File: config.mk
export PLATFORM = sky130hd
export DESIGN_NAME = lma_decoder
export DESIGN_NICKNAME = d
export VERILOG_FILES = /design/src/rtl/lma_pkg.sv /design/src/rtl/lma_cfg_regs.sv /design/src/rtl/lma_region_decode.sv /design/src/rtl/lma_route_select.sv /design/src/rtl/lma_out_stage.sv /design/src/rtl/lma_decoder.sv
export SDC_FILE = /design/constraint.sdc
export NUM_CORES = 1
export LEC_CHECK = 0
export BUFFER_PORTS_ARGS = -buffer_cell sky130_fd_sc_hd__buf_2
export CORE_ASPECT_RATIO = 1.75
export CORE_MARGIN = 4
export CORE_UTILIZATION = 43
export CTS_CLUSTER_DIAMETER = 40
export CTS_CLUSTER_SIZE = 10
export DETAILED_ROUTE_END_ITERATION = 12
export PLACE_DENSITY = 0.88
export SYNTH_ARGS = -nofsm -noshare
export SYNTH_HDL_FRONTEND = slang
export SYNTH_HIERARCHICAL = 1
export SYNTH_SLANG_ARGS = --single-unit
File: constraint.sdc
create_clock -name clk -period 2.2 [get_ports clk]
set_clock_uncertainty 0.2 [all_clocks]
set_input_delay 0.11 -clock clk [delete_from_list [all_inputs] [get_ports clk]]
set_output_delay 0.11 -clock clk [all_outputs]
set_load 0.01 [all_outputs]
File: src/rtl/lma_pkg.sv
package lma_pkg;
  localparam int unsigned NUM_REGIONS = 13;
  localparam int unsigned NUM_ATTR    = 7;
  localparam int unsigned ATTR_BASE   = 'h59;
  localparam int unsigned SMM_OFF     = 'h72;
  localparam logic [7:0]  SMM_RESET   = 8'h02;
  localparam int unsigned OPEN_BIT    = 6;
  localparam int unsigned GEN_BIT     = 3;
  localparam int unsigned BIOS_LO     = 'hF0000;
  localparam int unsigned BIOS_HI     = 'hFFFFF;
  localparam int unsigned EXP_LOG2    = 14;
  localparam int unsigned EXP_BASE    = BIOS_LO - (NUM_REGIONS - 1) * (1 << EXP_LOG2);
  localparam int unsigned WIN_LO      = 'hA0000;
  localparam int unsigned WIN_HI      = 'hBFFFF;
  localparam int unsigned IDX_W       = $clog2(NUM_REGIONS);

  typedef enum logic [1:0] {
    CLS_OTHER = 2'd0,
    CLS_ATTR  = 2'd1,
    CLS_WIN   = 2'd2
  } addr_cls_e;
endpackage

File: src/rtl/lma_cfg_regs.sv
module lma_cfg_regs
  import lma_pkg::*;
(
  input  logic                          clk,
  input  logic                          rst_n,
  input  logic                          cfg_wr,
  input  logic [5:0]                    cfg_dw,
  input  logic [3:0]                    cfg_be,
  input  logic [31:0]                   cfg_wdata,
  output logic [NUM_REGIONS-1:0][1:0]   fields,
  output logic                          win_open,
  output logic                          win_gen
);
  // attribute bytes, one register per configuration offset
  for (genvar k = 0; k < NUM_ATTR; k++) begin : g_attr
    localparam logic [7:0] OFF = 8'(ATTR_BASE + k);
    logic [7:0] q;
    logic       hit;
    logic       unused_q;
    assign hit = cfg_wr && (cfg_dw == OFF[7:2]) && cfg_be[OFF[1:0]];
    always_ff @(posedge clk) begin
      if (!rst_n)   q <= 8'h00;
      else if (hit) q <= cfg_wdata[8*OFF[1:0] +: 8];
    end
    assign unused_q = ^{q[7:6], q[3:2]};
  end

  // region field extraction: odd regions low nibble, others high nibble
  for (genvar r = 0; r < NUM_REGIONS; r++) begin : g_fld
    localparam int RB = (r + 1) / 2;
    localparam int NB = (r % 2 == 1) ? 0 : 4;
    assign fields[r] = g_attr[RB].q[NB +: 2];
  end

  logic unused_low0;
  assign unused_low0 = ^g_attr[0].q[1:0];

  // SMM window control byte
  localparam logic [7:0] SOFF = 8'(SMM_OFF);
  logic [7:0] smm_q;
  logic       smm_hit;
  logic       unused_smm;
  assign smm_hit = cfg_wr && (cfg_dw == SOFF[7:2]) && cfg_be[SOFF[1:0]];
  always_ff @(posedge clk) begin
    if (!rst_n)       smm_q <= SMM_RESET;
    else if (smm_hit) smm_q <= cfg_wdata[8*SOFF[1:0] +: 8];
  end
  assign win_open   = smm_q[OPEN_BIT];
  assign win_gen    = smm_q[GEN_BIT];
  assign unused_smm = ^{smm_q[7], smm_q[5:4], smm_q[2:0]};
endmodule

File: src/rtl/lma_region_decode.sv
module lma_region_decode
  import lma_pkg::*;
#(
  parameter int unsigned        ADDR_W     = 32,
  parameter logic [ADDR_W-1:0]  TOP_OF_MEM = 'h0800_0000
) (
  input  logic [ADDR_W-1:0] addr,
  output addr_cls_e         cls,
  output logic [IDX_W-1:0]  idx,
  output logic              below_tom
);
  localparam logic [ADDR_W-1:0] A_BIOS_LO = ADDR_W'(BIOS_LO);
  localparam logic [ADDR_W-1:0] A_BIOS_HI = ADDR_W'(BIOS_HI);
  localparam logic [ADDR_W-1:0] A_EXP     = ADDR_W'(EXP_BASE);
  localparam logic [ADDR_W-1:0] A_WIN_LO  = ADDR_W'(WIN_LO);
  localparam logic [ADDR_W-1:0] A_WIN_HI  = ADDR_W'(WIN_HI);

  logic [ADDR_W-1:0] ofs;

  always_comb begin
    cls       = CLS_OTHER;
    idx       = '0;
    ofs       = addr - A_EXP;
    below_tom = addr < TOP_OF_MEM;
    if (addr >= A_BIOS_LO && addr <= A_BIOS_HI) begin
      cls = CLS_ATTR;
    end else if (addr >= A_EXP && addr < A_BIOS_LO) begin
      cls = CLS_ATTR;
      idx = IDX_W'(ofs >> EXP_LOG2) + IDX_W'(1);
    end else if (addr >= A_WIN_LO && addr <= A_WIN_HI) begin
      cls = CLS_WIN;
    end
  end
endmodule

File: src/rtl/lma_route_select.sv
module lma_route_select
  import lma_pkg::*;
(
  input  logic [NUM_REGIONS-1:0][1:0] fields,
  input  addr_cls_e                   cls,
  input  logic [IDX_W-1:0]            idx,
  input  logic                        below_tom,
  input  logic                        is_write,
  input  logic                        in_smm,
  input  logic                        win_open,
  input  logic                        win_gen,
  output logic                        to_dram
);
  logic [1:0] fld;

  always_comb begin
    fld = 2'b00;
    for (int r = 0; r < NUM_REGIONS; r++) begin
      if (idx == IDX_W'(r)) fld = fields[r];
    end
  end

  always_comb begin
    unique case (cls)
      CLS_ATTR: to_dram = is_write ? fld[1] : fld[0];
      CLS_WIN:  to_dram = in_smm ? win_gen : win_open;
      default:  to_dram = below_tom;
    endcase
  end
endmodule

File: src/rtl/lma_out_stage.sv
module lma_out_stage (
  input  logic clk,
  input  logic rst_n,
  input  logic in_valid,
  output logic in_ready,
  input  logic in_dram,
  output logic out_valid,
  input  logic out_ready,
  output logic out_dram
);
  assign in_ready = !out_valid || out_ready;

  always_ff @(posedge clk) begin
    if (!rst_n) begin
      out_valid <= 1'b0;
      out_dram  <= 1'b0;
    end else if (in_ready) begin
      out_valid <= in_valid;
      if (in_valid) out_dram <= in_dram;
    end
  end
endmodule

File: src/rtl/lma_decoder.sv
module lma_decoder
  import lma_pkg::*;
#(
  parameter int unsigned        ADDR_W     = 32,
  parameter logic [ADDR_W-1:0]  TOP_OF_MEM = 'h0800_0000
) (
  input  logic              clk,
  input  logic              rst_n,
  input  logic              cfg_wr,
  input  logic [5:0]        cfg_dw,
  input  logic [3:0]        cfg_be,
  input  logic [31:0]       cfg_wdata,
  input  logic              req_valid,
  output logic              req_ready,
  input  logic [ADDR_W-1:0] req_addr,
  input  logic              req_write,
  input  logic              req_smm,
  output logic              dec_valid,
  input  logic              dec_ready,
  output logic              dec_to_dram
);
  logic [NUM_REGIONS-1:0][1:0] fields;
  logic                        win_open;
  logic                        win_gen;
  addr_cls_e                   cls;
  logic [IDX_W-1:0]            idx;
  logic                        below_tom;
  logic                        route_dram;

  lma_cfg_regs u_cfg (
    .clk(clk), .rst_n(rst_n), .cfg_wr(cfg_wr), .cfg_dw(cfg_dw),
    .cfg_be(cfg_be), .cfg_wdata(cfg_wdata), .fields(fields),
    .win_open(win_open), .win_gen(win_gen)
  );

  lma_region_decode #(.ADDR_W(ADDR_W), .TOP_OF_MEM(TOP_OF_MEM)) u_dec (
    .addr(req_addr), .cls(cls), .idx(idx), .below_tom(below_tom)
  );

  lma_route_select u_sel (
    .fields(fields), .cls(cls), .idx(idx), .below_tom(below_tom),
    .is_write(req_write), .in_smm(req_smm), .win_open(win_open),
    .win_gen(win_gen), .to_dram(route_dram)
  );

  lma_out_stage u_out (
    .clk(clk), .rst_n(rst_n), .in_valid(req_valid), .in_ready(req_ready),
    .in_dram(route_dram), .out_valid(dec_valid), .out_ready(dec_ready),
    .out_dram(dec_to_dram)
  );
endmodule

### Word-level counts from Yosys, hierarchy flattened

Cells that the tools add are included.

| word-level totals | value |
|---|---|
| flip-flop bits (word level) | 51 |
| bits of input ports | 81 |
| output and inout port bits | 3 |
| logic and storage cells | 75 |

| cells by class | value |
|---|---|
| add/sub/neg operators | 2 |
| magnitude comparators | 7 |
| equal/unequal tests | 17 |
| multiplexer cells | 21 |
| reductions and logical operators | 18 |

Operators by type and width:

| kind | count |
|---|---|
| >= comparator 32 x 20 -> 1 bit (second input constant) | 3 |
| <= comparator 32 x 20 -> 1 bit (second input constant) | 2 |
| less-than comparator 32 x 20 -> 1 bit (second input constant) | 1 |
| less-than comparator 32 x 28 -> 1 bit (second input constant) | 1 |
| 2-to-1 mux 2 bit | 16 |
| equality test 4 bit (second input constant) | 5 |
| equality test 6 x 5 -> 1 bit (second input constant) | 3 |
| subtractor 18 x 1 -> 18 bit (second input constant) | 1 |
| equality test 4 x 3 -> 1 bit (second input constant) | 4 |
| logical AND 1 bit | 14 |
| equality test 4 x 2 -> 1 bit (second input constant) | 2 |
| 2-to-1 mux 4 bit | 2 |
| adder 4 x 1 -> 4 bit (second input constant) | 1 |
| equality test 4 x 1 -> 1 bit (second input constant) | 1 |
| logical NOT 4 bit | 1 |
| equality test 2 x 1 -> 1 bit (second input constant) | 1 |
| equality test 2 bit (second input constant) | 1 |
| 2-to-1 mux 1 bit | 2 |
| one-hot mux 1 bit (2 select lines) | 1 |
| AND reduction 2 bit | 1 |
| logical NOT 1 bit | 1 |
| logical OR 1 bit | 1 |

### Logic depth before layout (Yosys ltp)

Gate-level depths: netlist (run 1).

| logic depth | value |
|---|---|
| depth after elaboration | 20 |
| gate-level depth with buffers | 12 |
| depth with buffers taken out | 10 |

### Hierarchy

The synthesis (run 1) kept the hierarchy.

Modules (own cells, without submodules):

| module | times used | cells an instance | area an instance (um2) | sequential area each (um2) |
|---|---|---|---|---|
| lma_cfg_regs | 1 | 122 | 1,208.7 | 560.5 |
| lma_route_select | 1 | 66 | 478.0 | 0.0 |
| lma_region_decode | 1 | 26 | 212.7 | 0.0 |
| lma_out_stage | 1 | 8 | 76.3 | 40.0 |

### Worst setup path before layout (run 1)

No wires, ideal clock.

| timing | value |
|---|---|
| path kind | input -> register |
| start point | input req_addr[26] |
| end point | register u_out.out_dram |
| library setup time | 0.116 ns |
| arrival time | 1.891 ns |
| data required time | 1.884 ns |
| setup slack | -0.008 ns |
| cell stages on the path | 10 |
| path buffers | 1 |
| path through | nor4_4 -> nand4_2 -> nor3_2 -> buf_2 -> nand2_1 -> o221ai_1 -> o211ai_1 -> a311oi_1 -> o21ai_1 -> a41o_1 |

| on the way | value |
|---|---|
| cells in the longest elaborated chain, start to end | 20 |
| elaborated cells on any way between the ends | 45 |
| those cells by class | 7 x order compare; 14 x eq/ne; 20 x mux; 4 x reduce/logical |

RTL lines:

| item | RTL line | text |
|---|---|---|
| from (decl) | lma_decoder.sv:15 | `input logic [ADDR_W-1:0] req_addr,` |
| >= comparator 32 x 20 -> 1 bit / less-than comparator 32 x 20 -> 1 bit (equally long branches) | lma_region_decode.sv:27 | `end else if (addr >= A_EXP && addr < A_BIOS_LO) begin` |
| logical AND 1 bit | lma_region_decode.sv:27 |  |
| 2-to-1 mux 4 bit | lma_region_decode.sv:27 |  |
| 2-to-1 mux 4 bit * | lma_region_decode.sv:25 | `if (addr >= A_BIOS_LO && addr <= A_BIOS_HI) begin` |
| net idx[0] | lma_decoder.sv:26 | `logic [IDX_W-1:0] idx;` |
| logical NOT 4 bit | lma_route_select.sv:19 | `if (idx == IDX_W'(r)) fld = fields[r];` |
| 2-to-1 mux 2 bit (12 in series) | lma_route_select.sv:19 |  |
| 2-to-1 mux 2 bit * | lma_route_select.sv:19 |  |
| 2-to-1 mux 1 bit * | lma_route_select.sv:25 | `CLS_ATTR: to_dram = is_write ? fld[1] : fld[0];` |
| one-hot mux 1 bit (2 select lines) * | lma_route_select.sv:24 | `unique case (cls)` |
| net route_dram | lma_decoder.sv:28 | `logic route_dram;` |
| to (signal assigned) | lma_out_stage.sv:19 | `if (in_valid) out_dram <= in_dram;` |
| to (decl) | lma_out_stage.sv:9 | `output logic out_dram` |

The timed path passes the listed nets; every way through them passes the cells marked *.
A chain may end at the register's enable or synchronous reset.

### Final worst setup path (run 1)

| timing | value |
|---|---|
| start point | input req_addr[30] |
| end point | register u_out.out_dram |

Same word-level chain as after synthesis.

==> results of run 1 <==
-- worst max-delay path, stage by stage --
cell and delay [ns]:
sky130_fd_sc_hd__buf_2 0.12, sky130_fd_sc_hd__nor4_4 0.31, sky130_fd_sc_hd__nand4_2 0.17, sky130_fd_sc_hd__nor3_2 0.22
sky130_fd_sc_hd__buf_6 0.19, sky130_fd_sc_hd__buf_4 0.13, sky130_fd_sc_hd__mux2i_1 0.06, sky130_fd_sc_hd__o211ai_1 0.17
sky130_fd_sc_hd__o311ai_1 0.12, sky130_fd_sc_hd__a211o_1 0.26, sky130_fd_sc_hd__o21ai_1 0.15, sky130_fd_sc_hd__a41o_1 0.17
-- routing by layer --
metal | global-route usage, % | wire (um) | vias to the layer above
li1 | - | - | 963
met1 | 17.8 | 1810 | 921
met2 | 35.0 | 2890 | 54
met3 | 2.39 | 234 | 21
met4 | 13.3 | 277 | 0
met5 | 0 | 0 | -
-- cell usage in the layout, fill, tap and decap left out, types with 2 or more instances in the layout --
| cell | synthesis | final |
|---|---|---|
| sky130_fd_sc_hd__buf_2 | 7 | 55 |
| sky130_fd_sc_hd__nand2_1 | 52 | 52 |
| sky130_fd_sc_hd__mux2i_1 | 34 | 34 |
| sky130_fd_sc_hd__dfxtp_1 | 30 | 30 |
| sky130_fd_sc_hd__dlygate4sd3_1 | 0 | 20 |
| sky130_fd_sc_hd__buf_4 | 2 | 16 |
| sky130_fd_sc_hd__inv_1 | 9 | 9 |
| sky130_fd_sc_hd__a21oi_1 | 8 | 8 |
| sky130_fd_sc_hd__nand4b_1 | 7 | 7 |
| sky130_fd_sc_hd__nor2_1 | 7 | 7 |
| sky130_fd_sc_hd__clkbuf_8 | 0 | 6 |
| sky130_fd_sc_hd__nor2_4 | 6 | 6 |
| sky130_fd_sc_hd__ha_1 | 4 | 4 |
| sky130_fd_sc_hd__o211ai_1 | 4 | 4 |
| sky130_fd_sc_hd__nand3_1 | 3 | 3 |
| sky130_fd_sc_hd__nand2b_1 | 3 | 3 |
| sky130_fd_sc_hd__nand3b_1 | 3 | 3 |
| sky130_fd_sc_hd__nor4_4 | 2 | 2 |
| sky130_fd_sc_hd__nor3_1 | 2 | 2 |
| sky130_fd_sc_hd__nor2b_1 | 2 | 2 |
| sky130_fd_sc_hd__and4b_1 | 2 | 2 |
| sky130_fd_sc_hd__and3b_1 | 2 | 2 |
| sky130_fd_sc_hd__o21ai_1 | 2 | 2 |
| sky130_fd_sc_hd__o21ai_0 | 2 | 2 |
| sky130_fd_sc_hd__a31oi_1 | 2 | 2 |
-- per-stage QoR --
stage,power [mW],setup TNS [ns],util (%),worst slack (ns),std cells
after floorplan,0.613,0,-,0.00516,222
after detailed placement,0.685,-0.291,53.2,-0.291,333
after CTS,1.13,0,59.6,0.0129,359
final,1.12,0,59.9,0.0291,360
after global placement,0.683,-0.223,53.2,-0.223,333
after global routing,1.17,-0.139,59.9,-0.139,360
-- layout make-up --
cell class              count  area (um2)
fillers                   377        1780
multi-input cells         172        1270
repair buffers             92         607
flip-flops and latches     30         601
clock buffers               6        82.6
well taps                  51        63.8
inverters                   9        33.8
-- where the power goes --
| group | switching [mW] | leakage, nW | internal [mW] | total [mW] |
|---|---|---|---|---|
| Sequential | 0.00142 | 0.242 | 0.546 | 0.547 |
| Combinational | 0.0731 | 0.762 | 0.0824 | 0.155 |
| Clock | 0.177 | 0.0431 | 0.240 | 0.417 |
-- what timing repair did --
| item | CTS | global route |
|---|---|---|
| setup endpoints to repair | 1 | 1 |
| hold buffers | 20 | 0 |
| resized for setup | 1 | 1 |
| pin swaps | 0 | 1 |
| setup buffers | 0 | 1 |
| endpoints found under the hold margin | 30 | 0 |
-- path summary, 6_finish.rpt --
check	startpoint	end	cells after the start	slack, ns
min reg2reg	u_cfg/smm_q[3]$_SDFFE_PN0P_	u_cfg/smm_q[3]$_SDFFE_PN0P_	2	0.26
max reg2reg	u_cfg/g_attr[6].q[0]$_SDFFE_PN0P_	u_out/out_dram$_SDFFE_PN0P_	6	0.46
max	req_addr[30]	u_out/out_dram$_SDFFE_PN0P_	12	0.03
min	cfg_be[2]	u_cfg/smm_q[3]$_SDFFE_PN0P_	4	0.05
-- state kept, by name (all words and copies together) (netlist names) --
register,flops
u_cfg/g_attr.q,26
u_cfg/smm_q,2
u_out/out_valid,1
u_out/out_dram,1
-- cells by family (layout without fill, tap and decap cells) --
kind of cell | after synthesis | in the layout | synth area share [%]
compound gates | 31 | 31 | 11.5
flops | 30 | 30 | 30.4
fa+ha+maj | 4 | 4 | 2.53
mux | 35 | 35 | 17.8
simple gates | 102 | 102 | 32.4
buf+inv | 20 | 107 | 5.38
==> impl_summary.log, run 1 <==
INFO  metric outcome = complete, no violations
INFO  metric clk_latency = 0.27 ns
INFO  metric synth.most_common_cell = sky130_fd_sc_hd__nand2_1
INFO  metric finalWorstPathRequiredPeriod = roughly 2.2 ns
INFO  metric htree_num_levels = 2
INFO  metric antenna_cells = 0
INFO  metric hold_path_class = primary input to flop
INFO  metric die-area = 5790 um2
INFO  metric grt_setup_unrepaired = yes
INFO  metric drt.antenna.violating_nets = 0
INFO  metric clkSlewWorstSetupHoldPaths = 0.06 ns
INFO  metric tritoncts_num_sinks = 30
INFO  metric wire_per_inst = 14.5 um
INFO  metric max_cap_viol_count = 0
INFO  metric grt.overflow.total = 0
INFO  metric count_of_standard_cell_rows = 32
INFO  metric remaining_drc_errors = 0
INFO  metric post_synth_edffs = 0
INFO  metric design.final.nets = around 400
INFO  metric timing.setup.critical_path_class = primary input to flop
INFO  metric clock_path_buffers = 2
INFO  metric endpoint_kind = flop
INFO  metric final_design_area_no_fill = approximately 2700 um2
INFO  metric report.final.setup_viol = 0
INFO  metric post_synth_inst_count = 222
INFO  metric antenna_found_initial = 0
INFO  metric synth-async-reset-ratio = 0%
INFO  metric area_growth_syn_to_layout = 34.8%
INFO  metric max_slew_vio_count = 0
INFO  metric grt_start_max_net_pins = 50
INFO  metric maxSlewHeadroom = 49.4%
INFO  metric highest_achievable_clock_rate = 461 MHz
INFO  metric yosys_most_used_dff = sky130_fd_sc_hd__dfxtp_1
INFO  metric post_route_clock_period_utilization = just under 100%
INFO  metric number_of_vias_per_cell_after_detailed_routing = 5.44
INFO  metric timing.critical_path.arrival = 2.19 ns
INFO  metric grt_pass1_wl = around 8500 um
INFO  metric chipWidth = between 50 and 60 um
INFO  metric die_h = 97.7 um
INFO  metric syn_area_per_cell = about 8.9 um2
INFO  metric drt_iter0_markers = between 50 and 60
INFO  metric drive_gt1_share = 30.7%
INFO  metric yosys_register_bits = 30
INFO  metric dp_hpwl = 3970 um
INFO  metric vias = approximately 2000
INFO  metric power.ir.vdd_worst = about 0.34 mV
INFO  metric syn-num-nets = 307
INFO  metric synthDistinctLibCells = between 40 and 50
INFO  metric netlist_top_cells_area = sky130_fd_sc_hd__dfxtp_1, sky130_fd_sc_hd__mux2i_1, sky130_fd_sc_hd__nand2_1
INFO  metric track_usage = 19.0%
INFO  metric worst_ep_required_time = 2.22 ns
INFO  metric finalHoldViolations = 0
INFO  metric placeableCoreArea = 4440 um2
INFO  metric synth.yosys.warnings = 6
INFO  metric crit_path_max_fanout = 17
INFO  metric initial_core_util = 44.5%
INFO  metric synth_largest_area_cell = sky130_fd_sc_hd__dfxtp_1
INFO  metric place.gp.congestion = 0.919
INFO  metric clock-root-buffer = sky130_fd_sc_hd__clkbuf_8
INFO  metric power_density_normalized_to_cell_area = roughly 420 nW/um2
INFO  metric grt_pass1_vias = just under 2000
INFO  metric worst_hold_slack = 0.0512 ns
INFO  metric totalWireLength = 5210 um
INFO  metric start_kind = primary input
INFO  metric cell_area_synth = 1980 um2
INFO  metric timing_worst_slew_pin_value = ~0.76 ns
INFO  metric power.static_leakage = 1.05 nW
INFO  metric tritoncts.num_buffers = 5
INFO  metric synth_top_area_share = 30.4%
INFO  metric synth_commonest_cells = sky130_fd_sc_hd__nand2_1, sky130_fd_sc_hd__mux2i_1, sky130_fd_sc_hd__dfxtp_1
INFO  metric drt_pre_antenna_iters = 4
INFO  metric dpl-instance-area = 2360 um2
INFO  metric seq_area_frac_synth = a little under a third
INFO  metric port-buffer-count = 55
INFO  metric design.portCount = 84
INFO  metric cts_tree = done
(Power assumes the default switching activity.)
==> run 2: changes to the inputs <==
--- a/config.mk
+++ b/config.mk
@@ -9,10 +9,11 @@
 export CORE_ASPECT_RATIO = 1.75
 export CORE_MARGIN = 4
 export CORE_UTILIZATION = 43
-export CTS_CLUSTER_DIAMETER = 40
+export CTS_CLUSTER_DIAMETER = 120
 export CTS_CLUSTER_SIZE = 10
 export DETAILED_ROUTE_END_ITERATION = 12
 export PLACE_DENSITY = 0.88
+export SKIP_CTS_REPAIR_TIMING = 1
 export SYNTH_ARGS = -nofsm -noshare
 export SYNTH_HDL_FRONTEND = slang
 export SYNTH_HIERARCHICAL = 1
==> constraint.sdc (replaced) <==
create_clock -name clk -period 1.9 [get_ports clk]
set_clock_uncertainty 0.2 [all_clocks]
set_input_delay 0.095 -clock clk [delete_from_list [all_inputs] [get_ports clk]]
set_output_delay 0.095 -clock clk [all_outputs]
set_load 0.01 [all_outputs]
==> impl_summary.log, run 2 (synthesized netlist as in run 1, its figures left out) <==
INFO  metric maxSlewHeadroom = 70.2% (was 49.4%)
INFO  metric fill_cells = 383 (was 377)
INFO  metric power.total = 1.33 mW (was 1.12 mW)
INFO  metric power_density_normalized_to_cell_area = 497 nW/um2 (was 421 nW/um2)
INFO  metric start_kind = primary input (unchanged)
INFO  metric cts_tree = done (unchanged)
INFO  metric failing_checks = negative hold slack, negative setup slack
INFO  metric finalHoldViolations = 1 (was 0)
INFO  metric htree_num_levels = 2 (unchanged)
INFO  metric timing.setup.critical_path_class = primary input to flop (unchanged)
INFO  metric vias = 1916 (was 1959)
INFO  metric place.gp.congestion = 0.932 (was 0.919)
INFO  metric crit_path_max_fanout = 6 (was 17)
INFO  metric endpoint_kind = flop (unchanged)
INFO  metric grt.overflow.total = 0 (unchanged)
INFO  metric post_route_clock_period_utilization = 113%
INFO  metric tritoncts_num_sinks = 30 (unchanged)
INFO  metric worst_hold_slack = -0.0295 ns (was 0.0512 ns)
INFO  metric mostFrequentLayoutCells = sky130_fd_sc_hd__buf_2, sky130_fd_sc_hd__nand2_1, sky130_fd_sc_hd__mux2i_1, sky130_fd_sc_hd__dfxtp_1, sky130_fd_sc_hd__dlygate4sd3_1 (unchanged)
INFO  metric initial_core_util = 44.5% (unchanged)
INFO  metric report.final.setup_viol = 1 (was 0)
INFO  metric share_seq_of_total_power = 47.7% (was 48.9%)
INFO  metric top_regs = u_cfg/g_attr.q: 26 flops, u_cfg/smm_q: 2 flops (unchanged)
INFO  metric max_slew_vio_count = 0 (unchanged)
INFO  metric dp_hpwl = 3870 um (was 3970 um)
INFO  metric area_growth_syn_to_layout = 35.3% (was 34.8%)
INFO  metric placeableCoreArea = 4440 um2 (unchanged)
INFO  metric wire_per_inst = 14.2 um (was 14.5 um)
INFO  metric finalWorstPathRequiredPeriod = 2.15 ns
INFO  metric die_h = 97.7 um (unchanged)
INFO  metric port-buffer-count = 55 (unchanged)
INFO  metric largest_reg_flops = 26 (unchanged)
INFO  metric antenna_cells = 0 (unchanged)
INFO  metric track_usage = 17.6% (was 19.0%)
INFO  metric hold_path_class = primary input to flop (unchanged)
INFO  metric drt.antenna.violating_nets = 0 (unchanged)
INFO  metric max_cap_viol_count = 0 (unchanged)
INFO  metric drive_gt1_share = 31.2% (was 30.7%)
INFO  metric max_stage_delay = 0.29 ns (was 0.31 ns)
INFO  metric design.portCount = 84 (unchanged)
INFO  metric remaining_drc_errors = 0 (unchanged)
INFO  metric final_common_cell = sky130_fd_sc_hd__buf_2 (unchanged)
INFO  metric grt_pass1_vias = 1900 (was 1990)
INFO  metric number_of_vias_per_cell_after_detailed_routing = 5.34 (was 5.44)
INFO  metric path_cells = buf_2, nor3_2, nand3_1, a211oi_2, buf_4, and4b_1, a221o_1, a21oi_1, a211o_1, o21ai_1, a41o_1 (was buf_2, nor4_4, nand4_2, nor3_2, buf_6, buf_4, mux2i_1, o211ai_1, o311ai_1, a211o_1, o21ai_1, a41o_1)
INFO  metric grt_pass1_wl = 7940 um (was 8470 um)
INFO  metric power.internal = 1.02 mW (was 0.869 mW)
INFO  metric post-route-util = 60.2% (was 59.9%)
INFO  metric switching_share = 23.3% (was 22.5%)
INFO  metric power_frac_comb = 13.6% (was 13.9%)
INFO  metric clock_path_buffers = 2 (unchanged)
INFO  metric tritoncts.num_buffers = 5 (unchanged)
INFO  metric design.final.nets = 392 (was 395)
INFO  metric clock-root-buffer = sky130_fd_sc_hd__clkbuf_8 (unchanged)
INFO  metric clk_latency = 0.28 ns (was 0.27 ns)
INFO  metric chipWidth = 59.2 um (unchanged)
INFO  metric power.ir.vdd_worst = 0.455 mV (was 0.343 mV)
INFO  metric power.static_leakage = 1.04 nW (was 1.05 nW)
INFO  metric antenna_found_initial = 0 (unchanged)
INFO  metric grt_setup_unrepaired = yes (unchanged)
INFO  metric setup_ws = -0.248 ns (was 0.0291 ns)
INFO  metric worst_ep_required_time = 1.87 ns (was 2.22 ns)
INFO  metric grt_start_max_net_pins = 50 (unchanged)
INFO  metric largest_register = u_cfg/g_attr.q (unchanged)
INFO  metric drt_pre_antenna_iters = 4 (unchanged)
INFO  metric highest_achievable_clock_rate = 466 MHz
INFO  metric count_of_standard_cell_rows = 32 (unchanged)
INFO  metric totalWireLength = 5100 um (was 5210 um)
INFO  metric die-area = 5790 um2 (unchanged)
INFO  metric clkPwrFrac = 38.7% (was 37.2%)
INFO  metric clkSlewWorstSetupHoldPaths = 0.06 ns (about the same)
INFO  metric power_switching = 0.309 mW (was 0.252 mW)
INFO  metric timing.critical_path.arrival = 2.12 ns (was 2.19 ns)
INFO  metric drt_iter0_markers = 52 (was 58)
INFO  metric outcome = finished, violations left (was complete, no violations)
INFO  metric timing_worst_slew_pin_value = 0.446 ns (was 0.759 ns)
INFO  metric critical_path.slowest_cell = sky130_fd_sc_hd__a221o_1 (was sky130_fd_sc_hd__nor4_4)
[run 2: cell count changes in the layout (fill, tap and decap cells not counted), sizes merged]
| cell | previous run | this run |
|---|---|---|
| clkinv | 0 | 1 |
| dlygate4sd3 | 20 | 19 |
| buf | 72 | 70 |
| clkbuf | 6 | 7 |
[run 2: per-stage QoR]
step / hold slack, ns / TNS [ns] / instances / worst slack (ns) / cell area [um2]
6_report: -0.0295 / -0.248 / 359 / -0.248 / 2670
3_5_place_dp: 0.153 / -0.519 / 332 / -0.519 / 2380
2_1_floorplan: 0.0338 / -0.221 / 222 / -0.221 / 2000
4_1_cts: -0.141 / -0.226 / 340 / -0.226 / 2470
5_1_grt: 0.0146 / -0.378 / 359 / -0.378 / 2670
3_3_place_gp: 0.146 / -0.492 / 332 / -0.492 / 2380
[run 2: worst paths after layout]
path,start,end,slack (ns),depth (start not counted)
worst max-delay path,req_addr[23],u_out/out_dram$_SDFFE_PN0P_,-0.25,11
worst min register to register,u_cfg/g_attr[4].q[5]$_SDFFE_PN0P_,u_cfg/g_attr[4].q[5]$_SDFFE_PN0P_,0.26,2
worst min-delay path,dec_ready,u_out/out_valid$_SDFFE_PN0P_,-0.03,3
worst max register to register,u_cfg/g_attr[6].q[0]$_SDFFE_PN0P_,u_out/out_dram$_SDFFE_PN0P_,0.18,6
[run 2: layout make-up]
cell class	instances	area, um2	area share (%)
Clock buffer	7	86.3	3.23
Clock inverter	1	5.00	0.187
Inverter	9	33.8	1.26
Multi-Input combinational cell	172	1290	48.2
Sequential cell	30	601	22.5
Tap cell	51	63.8	2.39
Timing Repair Buffer	89	594	22.2
[run 2: power groups by stage]
stage          Sequential, mW  Clock (mW)  Combinational (mW)
2_1_floorplan           0.648           0              0.0626
3_3_place_gp            0.647           0               0.148
3_5_place_dp            0.647           0               0.150
4_1_cts                 0.633       0.525               0.151
5_1_grt                 0.633       0.556               0.200
6_report                0.633       0.514               0.181
[run 2: per-layer routing]
metal	vias up	track usage (%)	share of wire, %
li1	958	-	-
met1	880	17.8	35
met2	57	30.7	55
met3	21	2.66	4.2
met4	0	12.7	5.3
met5	-	0	0
[run 2: critical path: cells and delay by family]
kind | cells | cell delay, ns
simple gates | 3 | 0.69
buf+inv | 2 | 0.27
compound gates | 6 | 1.05
